$ cat config.mk
export PLATFORM = sky130hd
export DESIGN_NAME = spdmode_detect
export DESIGN_NICKNAME = d
export VERILOG_FILES = /design/src/rtl/spdmode_pkg.sv /design/src/rtl/spdmode_sync.sv /design/src/rtl/spdmode_period_cnt.sv /design/src/rtl/spdmode_cfg_decode.sv /design/src/rtl/spdmode_detect.sv
export SDC_FILE = /design/constraint.sdc
export NUM_CORES = 1
export LEC_CHECK = 0
export BUFFER_PORTS_ARGS = -buffer_cell sky130_fd_sc_hd__buf_2
export CAP_MARGIN = 20
export CORE_ASPECT_RATIO = 1.1
export CORE_UTILIZATION = 59
export DETAILED_ROUTE_END_ITERATION = 10
export PLACE_DENSITY_LB_ADDON = 0.1
export REMOVE_ABC_BUFFERS = 1
export SLEW_MARGIN = 20
export SYNTH_ARGS = -nofsm -noshare
export SYNTH_HDL_FRONTEND = slang
export SYNTH_SLANG_ARGS = --single-unit
$ cat constraint.sdc
create_clock -name mclk -period 1.95 [get_ports mclk]
set_input_delay 0.195 -clock mclk [delete_from_list [all_inputs] [get_ports mclk]]
set_output_delay 0.195 -clock mclk [all_outputs]
set_load 0.02 [all_outputs]
$ cat src/rtl/spdmode_pkg.sv
package spdmode_pkg;

    typedef enum logic [1:0] {
        SPD_NORMAL = 2'b00,
        SPD_DOUBLE = 2'b01,
        SPD_QUAD   = 2'b10
    } spd_e;

    typedef enum logic [1:0] {
        S_WAIT  = 2'b00,
        S_FIRST = 2'b01,
        S_MATCH = 2'b10,
        S_LOCK  = 2'b11
    } det_state_e;

    typedef struct packed {
        logic       ser;
        logic       cmode;
        logic [1:0] cks;
        logic [1:0] dfs;
    } clk_cfg_t;

endpackage

$ cat src/rtl/spdmode_sync.sv
module spdmode_sync #(
    parameter int STAGES = 2
) (
    input  logic clk,
    input  logic rst_n,
    input  logic async_in,
    output logic rise
);
    logic [STAGES:0] shreg;

    always_ff @(posedge clk or negedge rst_n) begin
        if (!rst_n) begin
            shreg <= '0;
        end else begin
            shreg <= {shreg[STAGES-1:0], async_in};
        end
    end

    assign rise = shreg[STAGES-1] & ~shreg[STAGES];
endmodule

$ cat src/rtl/spdmode_period_cnt.sv
module spdmode_period_cnt #(
    parameter int W = 11
) (
    input  logic         clk,
    input  logic         rst_n,
    input  logic         rise,
    output logic [W-1:0] period_len
);
    localparam logic [W-1:0] SAT = {W{1'b1}};

    logic [W-1:0] cnt;

    always_ff @(posedge clk or negedge rst_n) begin
        if (!rst_n) begin
            cnt <= '0;
        end else if (rise) begin
            cnt <= W'(1);
        end else if (cnt != SAT) begin
            cnt <= cnt + W'(1);
        end
    end

    assign period_len = cnt;
endmodule

$ cat src/rtl/spdmode_cfg_decode.sv
module spdmode_cfg_decode
    import spdmode_pkg::*;
#(
    parameter int W       = 11,
    parameter int FS_UNIT = 128
) (
    input  logic         clk,
    input  logic         rst_n,
    input  logic         pwrdn,
    input  logic         ser_sel,
    input  logic         cmode_i,
    input  logic [1:0]   cks_i,
    input  logic [1:0]   dfs_i,
    output clk_cfg_t     cfg_q,
    output logic         auto_en,
    output logic         man_ok,
    output spd_e         man_mode,
    output logic [W-1:0] man_mult
);
    localparam logic [W-1:0] M256  = W'(2 * FS_UNIT);
    localparam logic [W-1:0] M384  = W'(3 * FS_UNIT);
    localparam logic [W-1:0] M512  = W'(4 * FS_UNIT);
    localparam logic [W-1:0] M768  = W'(6 * FS_UNIT);
    localparam logic [W-1:0] M1024 = W'(8 * FS_UNIT);

    logic [1:0]   idx;
    logic [W-1:0] norm_mult;
    logic         norm_only;
    logic         spd_bad;

    always_ff @(posedge clk or negedge rst_n) begin
        if (!rst_n) begin
            cfg_q <= '0;
        end else if (pwrdn) begin
            cfg_q <= '{ser: ser_sel, cmode: cmode_i, cks: cks_i, dfs: dfs_i};
        end
    end

    always_comb begin
        auto_en   = 1'b0;
        idx       = 2'b00;
        norm_mult = '0;
        norm_only = 1'b0;
        spd_bad   = 1'b0;
        if (cfg_q.ser) begin
            idx     = cfg_q.dfs;
            spd_bad = (cfg_q.dfs == 2'b11);
            auto_en = cfg_q.cmode && (cfg_q.cks == 2'b11) && (cfg_q.dfs == 2'b01);
            unique case ({cfg_q.cmode, cfg_q.cks})
                3'b000: begin norm_mult = M256;  norm_only = 1'b1; end
                3'b001: norm_mult = M512;
                3'b010: norm_mult = M1024;
                3'b100: begin norm_mult = M384;  norm_only = 1'b1; end
                3'b101: norm_mult = M768;
                default: norm_mult = '0;
            endcase
        end else begin
            idx     = {1'b0, cfg_q.dfs[0]};
            auto_en = cfg_q.dfs[0] && (cfg_q.cks == 2'b10);
            unique case (cfg_q.cks)
                2'b00: begin norm_mult = M256; norm_only = 1'b1; end
                2'b01: norm_mult = M512;
                2'b10: begin norm_mult = M384; norm_only = 1'b1; end
                2'b11: norm_mult = M1024;
            endcase
        end
        man_ok   = !auto_en && !spd_bad && (norm_mult != '0) && !(norm_only && (idx != 2'b00));
        man_mode = spd_e'(idx);
        man_mult = norm_mult >> idx;
    end
endmodule

$ cat src/rtl/spdmode_detect.sv
module spdmode_detect
    import spdmode_pkg::*;
#(
    parameter int W           = 11,
    parameter int FS_UNIT     = 128,
    parameter int SYNC_STAGES = 2
) (
    input  logic         mclk,
    input  logic         rst_n,
    input  logic         pwrdn,
    input  logic         frame_clk,
    input  logic         ser_sel,
    input  logic         cmode_i,
    input  logic [1:0]   cks_i,
    input  logic [1:0]   dfs_i,
    output logic [1:0]   speed_mode,
    output logic         mode_valid,
    output logic         ratio_unsup,
    output logic         cfg_unsup,
    output logic [W-1:0] mult_fs
);
    localparam logic [W-1:0] R_QB = W'(FS_UNIT);
    localparam logic [W-1:0] R_QH = W'(FS_UNIT * 3 / 2);
    localparam logic [W-1:0] R_DB = W'(FS_UNIT * 2);
    localparam logic [W-1:0] R_DH = W'(FS_UNIT * 3);
    localparam logic [W-1:0] R_NB = W'(FS_UNIT * 4);
    localparam logic [W-1:0] R_NH = W'(FS_UNIT * 6);

    logic         rise;
    logic [W-1:0] period_len;
    clk_cfg_t     cfg_q;
    logic         auto_en;
    logic         man_ok;
    spd_e         man_mode;
    logic [W-1:0] man_mult;

    det_state_e   state, state_nxt;
    logic         run;
    logic         ratio_ok;
    spd_e         ratio_mode;
    logic [W-1:0] cand_len;
    logic [W-1:0] commit_len;
    spd_e         commit_mode;
    logic         have_commit;
    logic         unsup_r;
    logic         period_end;

    spdmode_sync #(.STAGES(SYNC_STAGES)) u_sync (
        .clk      (mclk),
        .rst_n    (rst_n),
        .async_in (frame_clk),
        .rise     (rise)
    );

    spdmode_period_cnt #(.W(W)) u_cnt (
        .clk        (mclk),
        .rst_n      (rst_n),
        .rise       (rise),
        .period_len (period_len)
    );

    spdmode_cfg_decode #(.W(W), .FS_UNIT(FS_UNIT)) u_cfg (
        .clk      (mclk),
        .rst_n    (rst_n),
        .pwrdn    (pwrdn),
        .ser_sel  (ser_sel),
        .cmode_i  (cmode_i),
        .cks_i    (cks_i),
        .dfs_i    (dfs_i),
        .cfg_q    (cfg_q),
        .auto_en  (auto_en),
        .man_ok   (man_ok),
        .man_mode (man_mode),
        .man_mult (man_mult)
    );

    assign run        = auto_en && !pwrdn;
    assign period_end = run && rise && (state != S_WAIT);

    // Ratio classification: binary and 1.5x families per speed.
    always_comb begin
        ratio_ok   = 1'b1;
        ratio_mode = SPD_NORMAL;
        if (period_len == R_NB || period_len == R_NH) begin
            ratio_mode = SPD_NORMAL;
        end else if (period_len == R_DB || period_len == R_DH) begin
            ratio_mode = SPD_DOUBLE;
        end else if (period_len == R_QB || period_len == R_QH) begin
            ratio_mode = SPD_QUAD;
        end else begin
            ratio_ok = 1'b0;
        end
    end

    // State register.
    always_ff @(posedge mclk or negedge rst_n) begin
        if (!rst_n) begin
            state <= S_WAIT;
        end else begin
            state <= state_nxt;
        end
    end

    // Next state.
    always_comb begin
        state_nxt = state;
        unique case (state)
            S_WAIT: begin
                if (rise) state_nxt = S_FIRST;
            end
            S_FIRST: begin
                if (rise && ratio_ok) state_nxt = S_MATCH;
            end
            S_MATCH: begin
                if (rise) begin
                    if (!ratio_ok)                  state_nxt = S_FIRST;
                    else if (period_len == cand_len) state_nxt = S_LOCK;
                end
            end
            S_LOCK: begin
                if (rise) begin
                    if (!ratio_ok)                     state_nxt = S_FIRST;
                    else if (period_len != commit_len) state_nxt = S_MATCH;
                end
            end
        endcase
        if (!run) state_nxt = S_WAIT;
    end

    // Candidate and committed ratio.
    always_ff @(posedge mclk or negedge rst_n) begin
        if (!rst_n) begin
            cand_len    <= '0;
            commit_len  <= '0;
            commit_mode <= SPD_NORMAL;
            have_commit <= 1'b0;
            unsup_r     <= 1'b0;
        end else if (!run) begin
            cand_len    <= '0;
            commit_len  <= '0;
            commit_mode <= SPD_NORMAL;
            have_commit <= 1'b0;
            unsup_r     <= 1'b0;
        end else if (period_end) begin
            unsup_r <= !ratio_ok;
            if (ratio_ok) begin
                cand_len <= period_len;
                if (state == S_MATCH && period_len == cand_len) begin
                    commit_len  <= period_len;
                    commit_mode <= ratio_mode;
                    have_commit <= 1'b1;
                end
            end
        end
    end

    // Outputs.
    always_ff @(posedge mclk or negedge rst_n) begin
        if (!rst_n) begin
            speed_mode  <= SPD_NORMAL;
            mode_valid  <= 1'b0;
            ratio_unsup <= 1'b0;
            cfg_unsup   <= 1'b0;
            mult_fs     <= '0;
        end else if (pwrdn) begin
            speed_mode  <= SPD_NORMAL;
            mode_valid  <= 1'b0;
            ratio_unsup <= 1'b0;
            cfg_unsup   <= 1'b0;
            mult_fs     <= '0;
        end else if (auto_en) begin
            speed_mode  <= commit_mode;
            mode_valid  <= have_commit;
            ratio_unsup <= unsup_r;
            cfg_unsup   <= 1'b0;
            mult_fs     <= commit_len;
        end else if (man_ok) begin
            speed_mode  <= man_mode;
            mode_valid  <= 1'b1;
            ratio_unsup <= 1'b0;
            cfg_unsup   <= 1'b0;
            mult_fs     <= man_mult;
        end else begin
            speed_mode  <= SPD_NORMAL;
            mode_valid  <= 1'b0;
            ratio_unsup <= 1'b0;
            cfg_unsup   <= 1'b1;
            mult_fs     <= '0;
        end
    end
endmodule

==> impl_metrics.py, run 1 <==
metrics = {
    "routing": {
        "via_count": 2366,
        "finalWirelength_mm": 6.62,
        "drtIter0Drc": 138,
        "drcViolationCount": 0,
        "viasPerCell": 5.55,
        "ant_nets": 0,
        "first_pass_iters": 4,
        "detail_route.wl_per_cell_um": 15.5,
    },
    "critical_path": {
        "crit_buf_inv": 0,
        "slowest_stage": "dfrtp_1",
        "cp_max_fo": 5,
        "critPathLaunchType": "register",
        "slowest_delay_ns": 0.48,
        "cp_top_family": "simple AND/OR/NAND/NOR gates",
        "setup.worst_path.end_class": "register",
        "crit_chain": "xor2_1 > nor4_2 > and3_4 > o31ai_1 > a221oi_1",
        "worstSetupPathType": "register to register",
        "crit_required_ns": 2.20,
        "worstPathArrival_ns": 2.12,
    },
    "timing": {
        "hold_viol": 0,
        "finalMaxSlewViolations": 0,
        "worstMarginPinSlew_ns": 0.659,
        "fmax_ghz": 0.535,
        "tns_ns": 0,
        "period_share_pct": 95.9,
        "finalSetupViolCount": 0,
        "relSlewSlack_pct": 56.0,
        "final.setup_skew_ns": 0.00912,
        "hold_ws_ns": 0.0623,
        "fin_crit_ns": 1.87,
    },
    "clock_tree": {
        "cts-htree-levels": 3,
        "root_buffer": "clkbuf_8",
        "clkLatencyLatePin_ns": 0.35,
        "cts_tree": "done",
        "cts_made_buffers": 9,
        "clk_pin_slew_ns": 0.07,
        "cts.sinks": 64,
        "clockBufferDepth": 2,
    },
    "placed_design": {
        "placedInstanceArea_um2": 3350,
        "port-buffer-count": 25,
        "dpl.hpwl_mm": 4.45,
        "place_congestion": 0.893,
        "dp_cells": 403,
    },
    "logic_synthesis": {
        "synthCells": 312,
        "avgSynthCellArea_um2": 10.1,
        "synth_xor_area_share_pct": 7.75,
        "synth.area.top_cells": "dfrtp_1 (51%), xor2_1 (4.4%), a21oi_1 (4.0%), nand2_1 (3.6%), xnor2_1 (3.3%)",
        "yosys_most_used_dff": "dfrtp_1",
        "ys_seq_area_share_pct": 50.6,
        "synthDistinctLibCells": 45,
        "synth_adder_area_share_pct": 0.791,
        "netlist_area_um2": 3170,
        "synthSimpleGateAreaFrac_pct": 20.8,
        "synth_compound_area_share_pct": 11.5,
        "synth_top_area_cell": "dfrtp_1",
        "synth_edf_count": 0,
        "synth_top_family_by_area": "simple AND/OR/NAND/NOR gates",
        "async_flop_share_pct": 100,
        "muxShareOfSynthArea_pct": 1.70,
        "ys_ff_latch": 64,
        "synth_top_area_share_pct": 50.6,
        "synth_warnings": 0,
    },
    "global_route": {
        "antenna_found_initial": 0,
        "grt_max_degree": 44,
        "grt-ovfl-total": 0,
        "grt_use_total_pct": 25.4,
        "grt_pass1_vias": 2244,
        "grt_pass1_wl_mm": 10.7,
    },
    "layout": {
        "num-fill-cells": 368,
        "diodes": 0,
        "stdcell_count": 426,
        "drive_above_1_share_pct": 25.1,
        "stdcell_area_um2": 3690,
        "synthToLayoutAreaGrowth_pct": 16.7,
        "nets": 361,
    },
    "power_and_ir_drop": {
        "p_per_area_nw_per_um2": 943,
        "ir_drop_mv": 0.687,
        "power_leakage_uw": 0.00175,
    },
    "floorplan": {
        "start_util_pct": 62.1,
        "fp.dieH_um": 78.8,
        "rows": 27,
        "io_pins": 26,
        "core_area_um2": 5100,
        "die_w_um": 71.8,
        "dieArea_um2": 5660,
    },
    "worst_hold_path": {
        "hp-class": "input port to register",
    },
    "job": {
        "maxCapViolCount": 0,
    },
    "status": {
        "status": "finished, final reports clean",
    },
}
[cells in the mapped netlist (2+ instances only)]
master / instances
buf_6: 9
a221oi_2: 2
mux2_2: 3
and2_1: 10
nor3_1: 7
nand2b_1: 4
nor4_2: 4
nor2b_1: 2
nor2_1: 20
a31oi_1: 3
ha_1: 2
mux2i_1: 2
nand4_1: 7
o31ai_1: 2
a211oi_1: 2
a21oi_1: 25
dfrtp_1: 64
clkbuf_1: 8
and3_1: 15
inv_1: 7
buf_4: 2
o21ai_0: 16
buf_2: 4
nand3_1: 12
a22o_1: 3
and3_2: 2
nand2_1: 30
o21ai_1: 2
xor2_1: 16
xnor2_1: 12
[report_power, final]
group	total, uW	internal, uW	switching, uW
Clock	1270	752	517
Sequential	1480	1390	91.0
Combinational	732	349	382
Total	3480	2490	990
[state kept, by name, summed over array words and instances, names as in the netlist, 2 cells and up]
name              count
u_sync.shreg          3
speed_mode            2
commit_len           11
state                 2
commit_mode           2
u_cnt.period_len     11
cand_len             11
u_cfg.cfg_q           6
mult_fs              11
[worst min-delay path, delay by kind of cell]
kind	cells	cell delay [ns]
simple gates	2	0.09
buf+inv	1	0.08
[per-layer routing]
layer | GRT usage (%) | routed length (um) | up-vias
met5 | 0 | 0 | -
met4 | 11.2 | 102 | 0
met3 | 4.57 | 209 | 9
met2 | 42.1 | 3310 | 41
met1 | 32.5 | 2990 | 1164
li1 | - | - | 1152
[final cells by class]
type	count	area, um2	area share, %
flip-flops and latches	64	1610	43.5
inverters	7	26.3	0.711
clock buffers	11	141	3.83
well taps	72	90.1	2.44
repair buffers	50	334	9.04
clock inverters	5	80.1	2.17
multi-input cells	217	1420	38.3
[worst paths after layout]
| kind | startpoint | endpoint | slack (ns) | depth (start not counted) |
|---|---|---|---|---|
| max in group asynchronous | rst_n | u_cnt.period_len[6] | 0.97 | 3 |
| worst min-delay path | dfs_i[0] | u_cfg.cfg_q[0] | 0.06 | 3 |
| min in group asynchronous | rst_n | u_cfg.cfg_q[2] | 0.35 | 2 |
| worst max register to register | u_cnt.period_len[4] | state[0] | 0.08 | 5 |
| worst min register to register | u_sync.shreg[0] | u_sync.shreg[1] | 0.36 | 0 |
| worst max-delay path | u_cnt.period_len[4] | state[0] | 0.08 | 5 |
[cells by family (layout without fill, tap and decap cells)]
logic type               Yosys count  count (layout)
multiplexers                       5               5
flip-flops                        64              64
AND/OR/NAND/NOR                  121             122
AO/OA/AOI/OAI                     60              60
buffers and inverters             32              73
XOR/XNOR                          28              28
adder cells (fa/ha/maj)            2               2
[layout by cell type, fill, tap and decap left out, types with 3 or more instances in the layout]
master	netlist	routed
a21oi_1	25	25
a22o_1	3	3
a31oi_1	3	3
and2_1	10	10
and3_1	15	14
buf_2	4	25
buf_4	2	21
clkbuf_8	0	10
dfrtp_1	64	59
dfrtp_2	0	5
inv_1	7	7
mux2_2	3	3
nand2_1	30	30
nand2b_1	4	4
nand3_1	12	11
nand4_1	7	7
nor2_1	20	19
nor3_1	7	7
o21ai_0	16	16
xnor2_1	12	12
xor2_1	16	15
[repair_timing]
action	CTS	global route
hold buffers	2	0
gates resized for setup	1	15
endpoints found under the hold margin	22	0
endpoints found under the setup margin	15	27
setup buffers	0	4
pin swaps	0	5
gates cloned	0	1
[stage by stage]
step           setup WS [ns]  total power, uW  util, %
2_1_floorplan          0.102             1840        -
3_3_place_gp          0.0248             2070     65.6
3_5_place_dp         -0.0458             2080     65.6
4_1_cts               0.0246             3340     70.4
5_1_grt              -0.0179             3620     72.4
6_report              0.0806             3480     72.4
No activity file was read; power rests on OpenSTA's default activity.
==> run 2: changes to the inputs <==
- ABC_AREA: not set -> 1
- CORE_MARGIN: not set -> 2
- CORE_UTILIZATION: 59 -> 60
==> run 2 against run 1 <==
Compared with the run above: combinational power down 21%; global-route usage up 1.1 points; sequential power about the same; critical path type unchanged; setup slack better by 0.044 ns.
==> impl_metrics.py, run 2 <==
metrics = {
    "layout": {
        "diodes": 0,
        "stdcell_area_um2": 3820,
        "mostFrequentLayoutCells": "nand2_1 (93), dfrtp_1 (62), nor2_1 (51), inv_1 (46), nand3_1 (26)",
        "drive_above_1_share_pct": 22.3,
        "multi_input_area_um2": 1410,
        "synthToLayoutAreaGrowth_pct": 16.2,
        "final-seq-area_um2": 1600,
        "num-fill-cells": 444,
        "mostFrequentLayoutCell": "nand2_1",
        "stdcell_count": 528,
        "nets": 460,
    },
    "logic_synthesis": {
        "synthCells": 402,
        "synth.area.top_cells": "dfrtp_1 (49%), nand2_1 (11%), nor2_1 (5.9%), inv_1 (5.2%), nand3_1 (4.0%)",
        "yosys_most_used_dff": "dfrtp_1",
        "synth_edf_count": 0,
        "muxShareOfSynthArea_pct": 0,
        "synthSimpleGateAreaFrac_pct": 30.2,
        "synth.top_cells.by_count": "nand2_1 (93), dfrtp_1 (64), nor2_1 (52)",
        "synthDistinctLibCells": 38,
        "synth_warnings": 0,
        "post-synth-top-count-cell": "nand2_1",
        "ys_ff_latch": 64,
        "ys_seq_area_share_pct": 48.7,
        "synth_top_area_cell": "dfrtp_1",
        "netlist_area_um2": 3290,
        "async_flop_share_pct": 100,
        "synth_top_area_share_pct": 48.7,
        "synth_top_family_by_area": "simple AND/OR/NAND/NOR gates",
        "avgSynthCellArea_um2": 8.18,
        "synth_adder_area_share_pct": 0.761,
        "synth_xor_area_share_pct": 2.66,
        "synth_compound_area_share_pct": 9.17,
    },
    "global_route": {
        "grt-ovfl-total": 0,
        "grt_pass1_wl_mm": 12.2,
        "antenna_found_initial": 0,
        "grt_use_total_pct": 26.4,
        "grt_max_degree": 30,
        "grt_pass1_vias": 2641,
    },
    "placed_design": {
        "port-buffer-count": 25,
        "place_ws_ns": 0.0703,
        "placedInstanceArea_um2": 3560,
        "dp_cells": 506,
        "dpl.hpwl_mm": 5.49,
        "place_congestion": 0.950,
    },
    "routing": {
        "via_count": 2810,
        "drtIter0Drc": 167,
        "drcViolationCount": 0,
        "first_pass_iters": 4,
        "detail_route.wl_per_cell_um": 14.0,
        "viasPerCell": 5.32,
        "ant_nets": 0,
        "finalWirelength_mm": 7.39,
    },
    "critical_path": {
        "worstSetupPathType": "register to register",
        "cp_max_fo": 8,
        "setup.worst_path.end_class": "register",
        "slowest_delay_ns": 0.41,
        "crit_required_ns": 2.15,
        "worstPathArrival_ns": 2.02,
        "crit_chain": "ha_1 > nand2_1 > nor3_2 > nand2_2 > nor2_8 > nand4_4 > o21ai_0 > o21ai_0",
        "critPathLaunchType": "register",
        "slowest_stage": "dfrtp_1",
        "path_common_cell": "o21ai_0",
    },
    "clock_tree": {
        "cts-htree-levels": 3,
        "cts_made_buffers": 9,
        "cts_tree": "done",
        "clk_pin_slew_ns": 0.07,
        "clockBufferDepth": 2,
        "cts.sinks": 64,
        "root_buffer": "clkbuf_8",
        "clkLatencyLatePin_ns": 0.34,
    },
    "timing": {
        "period_share_pct": 93.6,
        "fin_crit_ns": 1.83,
        "finalMaxSlewViolations": 0,
        "finalSetupViolCount": 0,
        "fmax_ghz": 0.548,
        "worst_slack_ns": 0.124,
        "worstMarginPinSlew_ns": 0.655,
        "relSlewSlack_pct": 56.3,
        "hold_viol": 0,
        "tns_ns": 0,
        "final.setup_skew_ns": 0.00956,
        "rsz0062_at_grt": "no",
    },
    "power_and_ir_drop": {
        "switchingPower_uw": 977,
        "ir_drop_mv": 0.480,
        "power_uw": 3240,
        "clkPwrFrac_pct": 36.5,
        "swShare_pct": 30.2,
        "p_per_area_nw_per_um2": 847,
        "power_leakage_uw": 0.00198,
        "seqPwrFrac_pct": 45.6,
        "intPower_uw": 2260,
        "comb_power_share_pct": 17.9,
    },
    "floorplan": {
        "dieArea_um2": 6090,
        "fp.dieH_um": 81.7,
        "rows": 28,
        "io_pins": 26,
        "die_w_um": 74.6,
        "core_area_um2": 5330,
        "start_util_pct": 61.8,
    },
    "status": {
        "status": "finished, final reports clean",
    },
    "worst_hold_path": {
        "hp-class": "input port to register",
    },
    "job": {
        "maxCapViolCount": 0,
    },
}
-- run 2: changes by cell type in the layout (fill, tap and decap cells not counted), sizes merged, moves of 6 or more --
cell | before | now
nand2 | 30 | 99
inv | 7 | 58
nor2 | 20 | 58
and3 | 18 | 1
nand3 | 13 | 30
a21oi | 25 | 10
xor2 | 16 | 2
o21ai | 18 | 31
and2 | 10 | 0
buf | 48 | 42
-- run 2: through the flow --
step	utilization, %	hold slack, ns
finish	71.8	0.0610
global route	71.8	0.0652
CTS	71.1	0.0542
detailed placement	66.8	0.259
global placement	66.8	0.250
floorplan	-	-0.101
-- run 2: timing repair --
item / in CTS / in global routing
endpoints found under the setup margin: 0 / 27
hold buffers: 2 / 0
buffers inserted: 0 / 4
gates resized for setup: 0 / 4
hold endpoints to repair: 28 / 0
-- run 2: final timing paths --
kind	start	to	slack (ns)	cells past startpoint
worst min-delay path	cmode_i	u_cfg.cfg_q[4]	0.06	3
worst min register to register	u_sync.shreg[0]	u_sync.shreg[1]	0.35	0
worst max-delay path	u_cnt.period_len[1]	u_cnt.period_len[0]	0.12	8
min in group asynchronous	rst_n	mult_fs[2]	0.41	2
worst max register to register	u_cnt.period_len[1]	u_cnt.period_len[0]	0.12	8
max in group asynchronous	rst_n	u_cnt.period_len[7]	0.94	3
-- run 2: critical path: cells and delay by family, from the launching register on --
family,cells,cell delay (ns)
AND/OR/NAND/NOR,5,0.76
flip-flops,1,0.41
AO/OA/AOI/OAI,2,0.31
adder cells (fa/ha/maj),1,0.20
-- run 2: final cells by class --
cell class                      count  share of cell area, %
Tap cell                           75                   2.45
Sequential cell                    64                   42.0
Clock inverter                      5                   1.44
Multi-Input combinational cell    271                   36.9
Inverter                           58                   5.83
Timing Repair Buffer               44                   7.46
Clock buffer                       11                   3.96
-- run 2: power groups by stage --
stage / logic [uW] / clock network [uW] / registers, uW
floorplan: 341 / 0 / 1500
global placement: 534 / 0 / 1500
detailed placement: 552 / 0 / 1500
CTS: 557 / 1190 / 1480
global route: 653 / 1250 / 1490
finish: 580 / 1180 / 1480
-- run 2: metal layers --
metal | GRT usage [%] | up-vias | wire [um]
li1 | - | 1374 | -
met4 | 12.3 | 0 | 180
met2 | 42.2 | 88 | 3640
met3 | 4.29 | 21 | 370
met5 | 0 | - | 0
met1 | 35.2 | 1327 | 3190
-- run 2: logic make-up (layout without fill, tap and decap cells) --
logic type                 Yosys count  after routing
AOI/OAI and AO/OA                   51             51
xor gates and xnor gates            10             10
adders and majority gates            2              2
buffers and inverters               67            118
DFF                                 64             64
and+or+nand+nor                    208            208
==> run 3: changes to the inputs <==
- MAX_ROUTING_LAYER: not set -> met4
==> run 3 against run 2 <==
Compared with the run above: cell count is 0.38% lower; global-route usage is 0.61 points higher; fmax is 1.8% higher; largest power group unchanged; highest routed layer unchanged.
==> impl_metrics.py, run 3 (synthesis results as in run 2) <==
metrics = {
    "floorplan": {
        "die_w_um": 74.6,
        "rows": 28,
        "start_util_pct": 61.8,
        "io_pins": 26,
        "fp.dieH_um": 81.7,
        "core_area_um2": 5330,
        "dieArea_um2": 6090,
    },
    "layout": {
        "num-fill-cells": 443,
        "mostFrequentLayoutCells": "nand2_1 (93), dfrtp_1 (63), nor2_1 (51), inv_1 (45), nand3_1 (26)",
        "drive_above_1_share_pct": 21.7,
        "mostFrequentLayoutCell": "nand2_1",
        "final_util_pct": 71.8,
        "multi_input_area_um2": 1420,
        "final-seq-area_um2": 1600,
        "synthToLayoutAreaGrowth_pct": 16.2,
        "diodes": 0,
        "nets": 459,
    },
    "timing": {
        "tns_ns": 0,
        "worstMarginPinSlew_ns": 0.513,
        "hold_ws_ns": 0.0610,
        "finalMaxSlewViolations": 0,
        "finalSetupViolCount": 0,
        "worst_slack_ns": 0.157,
        "final.setup_skew_ns": 0.00642,
        "fin_crit_ns": 1.79,
        "fmax_ghz": 0.558,
        "relSlewSlack_pct": 65.8,
        "period_share_pct": 91.9,
        "hold_viol": 0,
    },
    "critical_path": {
        "slowest_stage": "dfrtp_2",
        "cp_top_family": "simple AND/OR/NAND/NOR gates",
        "worstSetupPathType": "register to register",
        "critPathLaunchType": "register",
        "crit_required_ns": 2.22,
        "setup.worst_path.end_class": "register",
        "crit_chain": "inv_1 > ha_1 > nand3_1 > nor2_2 > o21ai_2 > nand2_1 > nand2_2 > inv_4 > nand2_2 > nand2_2 > nand2_1 > nand2_1",
        "cp_max_fo": 7,
        "slowest_delay_ns": 0.45,
        "worstPathArrival_ns": 2.07,
        "crit_buf_inv": 2,
    },
    "power_and_ir_drop": {
        "power_leakage_uw": 0.00200,
        "ir_drop_mv": 0.660,
        "p_per_area_nw_per_um2": 869,
    },
    "status": {
        "status": "finished, final reports clean",
    },
    "global_route": {
        "antenna_found_initial": 0,
        "grt_max_degree": 25,
        "grt_use_total_pct": 27.1,
        "grt_pass1_vias": 2579,
        "grt-ovfl-total": 0,
        "grt_pass1_wl_mm": 11.9,
    },
    "clock_tree": {
        "clk_pin_slew_ns": 0.07,
        "cts.sinks": 64,
        "cts_tree": "done",
        "clockBufferDepth": 2,
        "cts-htree-levels": 3,
        "cts_made_buffers": 9,
        "clkLatencyLatePin_ns": 0.34,
        "root_buffer": "clkbuf_8",
    },
    "routing": {
        "first_pass_iters": 4,
        "viasPerCell": 5.20,
        "via_count": 2737,
        "ant_nets": 0,
        "finalWirelength_mm": 7.24,
        "detail_route.wl_per_cell_um": 13.8,
        "drtIter0Drc": 161,
        "drcViolationCount": 0,
    },
    "job": {
        "maxCapViolCount": 0,
    },
    "placed_design": {
        "place_congestion": 0.946,
        "place_ws_ns": 0.0755,
        "port-buffer-count": 25,
        "dpl.hpwl_mm": 5.41,
    },
    "worst_hold_path": {
        "hp-class": "input port to register",
    },
}
-- run 3: cell count changes in the layout (fill, tap and decap cells not counted), sizes merged --
cell / before / now
bufinv: 1 / 2
buf: 42 / 41
clkinvlp: 2 / 0
clkbuf: 11 / 12
clkinv: 2 / 1
-- run 3: area by class of cell --
class | instances | share of cell area (%)
clock buffer | 12 | 4.06
multi-input combinational | 271 | 37.1
clock inverter | 3 | 1.70
tap | 75 | 2.46
inverter | 58 | 5.83
sequential | 64 | 41.9
timing repair buffer | 43 | 6.94
-- run 3: final timing paths --
| check | start | to | slack, ns | cells past startpoint |
|---|---|---|---|---|
| max | u_cnt.period_len[0] | commit_mode[1] | 0.16 | 12 |
| min | dfs_i[1] | u_cfg.cfg_q[1] | 0.06 | 3 |
| max reg2reg | u_cnt.period_len[0] | commit_mode[1] | 0.16 | 12 |
| min reg2reg | u_sync.shreg[0] | u_sync.shreg[1] | 0.36 | 0 |
| max in group asynchronous | rst_n | u_cnt.period_len[0] | 0.86 | 3 |
| min in group asynchronous | rst_n | u_cfg.cfg_q[4] | 0.37 | 2 |
-- run 3: repair_timing --
item,in CTS,in global routing
buffers inserted,0,2
hold buffers,2,0
resized for setup,0,5
hold endpoints to repair,23,0
setup endpoints to repair,0,30
-- run 3: through the flow --
stage	total power (uW)	cell area [um2]	instances
finish	3320	3820	526
global placement	2050	3550	507
detailed placement	2060	3550	507
floorplan	1840	3230	393
CTS	3330	3790	524
global route	3480	3820	526
-- run 3: routing by layer --
layer,up-vias,track usage [%],wire length (um)
met4,0,12.1,110
met2,66,42.6,3610
met3,10,5.15,373
li1,1369,-,-
met5,-,-,0
met1,1292,34.0,3140
-- run 3: power by group --
part           switching (uW)  internal [uW]  leakage, uW
Sequential               93.5           1390     0.000864
Clock                     480            781     0.000112
Combinational             361            211      0.00102
Total                     935           2380      0.00200
-- run 3: worst reg2reg max path, delay by kind of cell (launching register included) --
kind / cells / cell delay [ns]
flip-flops: 1 / 0.45
AND/OR/NAND/NOR: 8 / 0.83
AO/OA/AOI/OAI: 1 / 0.09
buffers and inverters: 2 / 0.22
adder cells (fa/ha/maj): 1 / 0.14
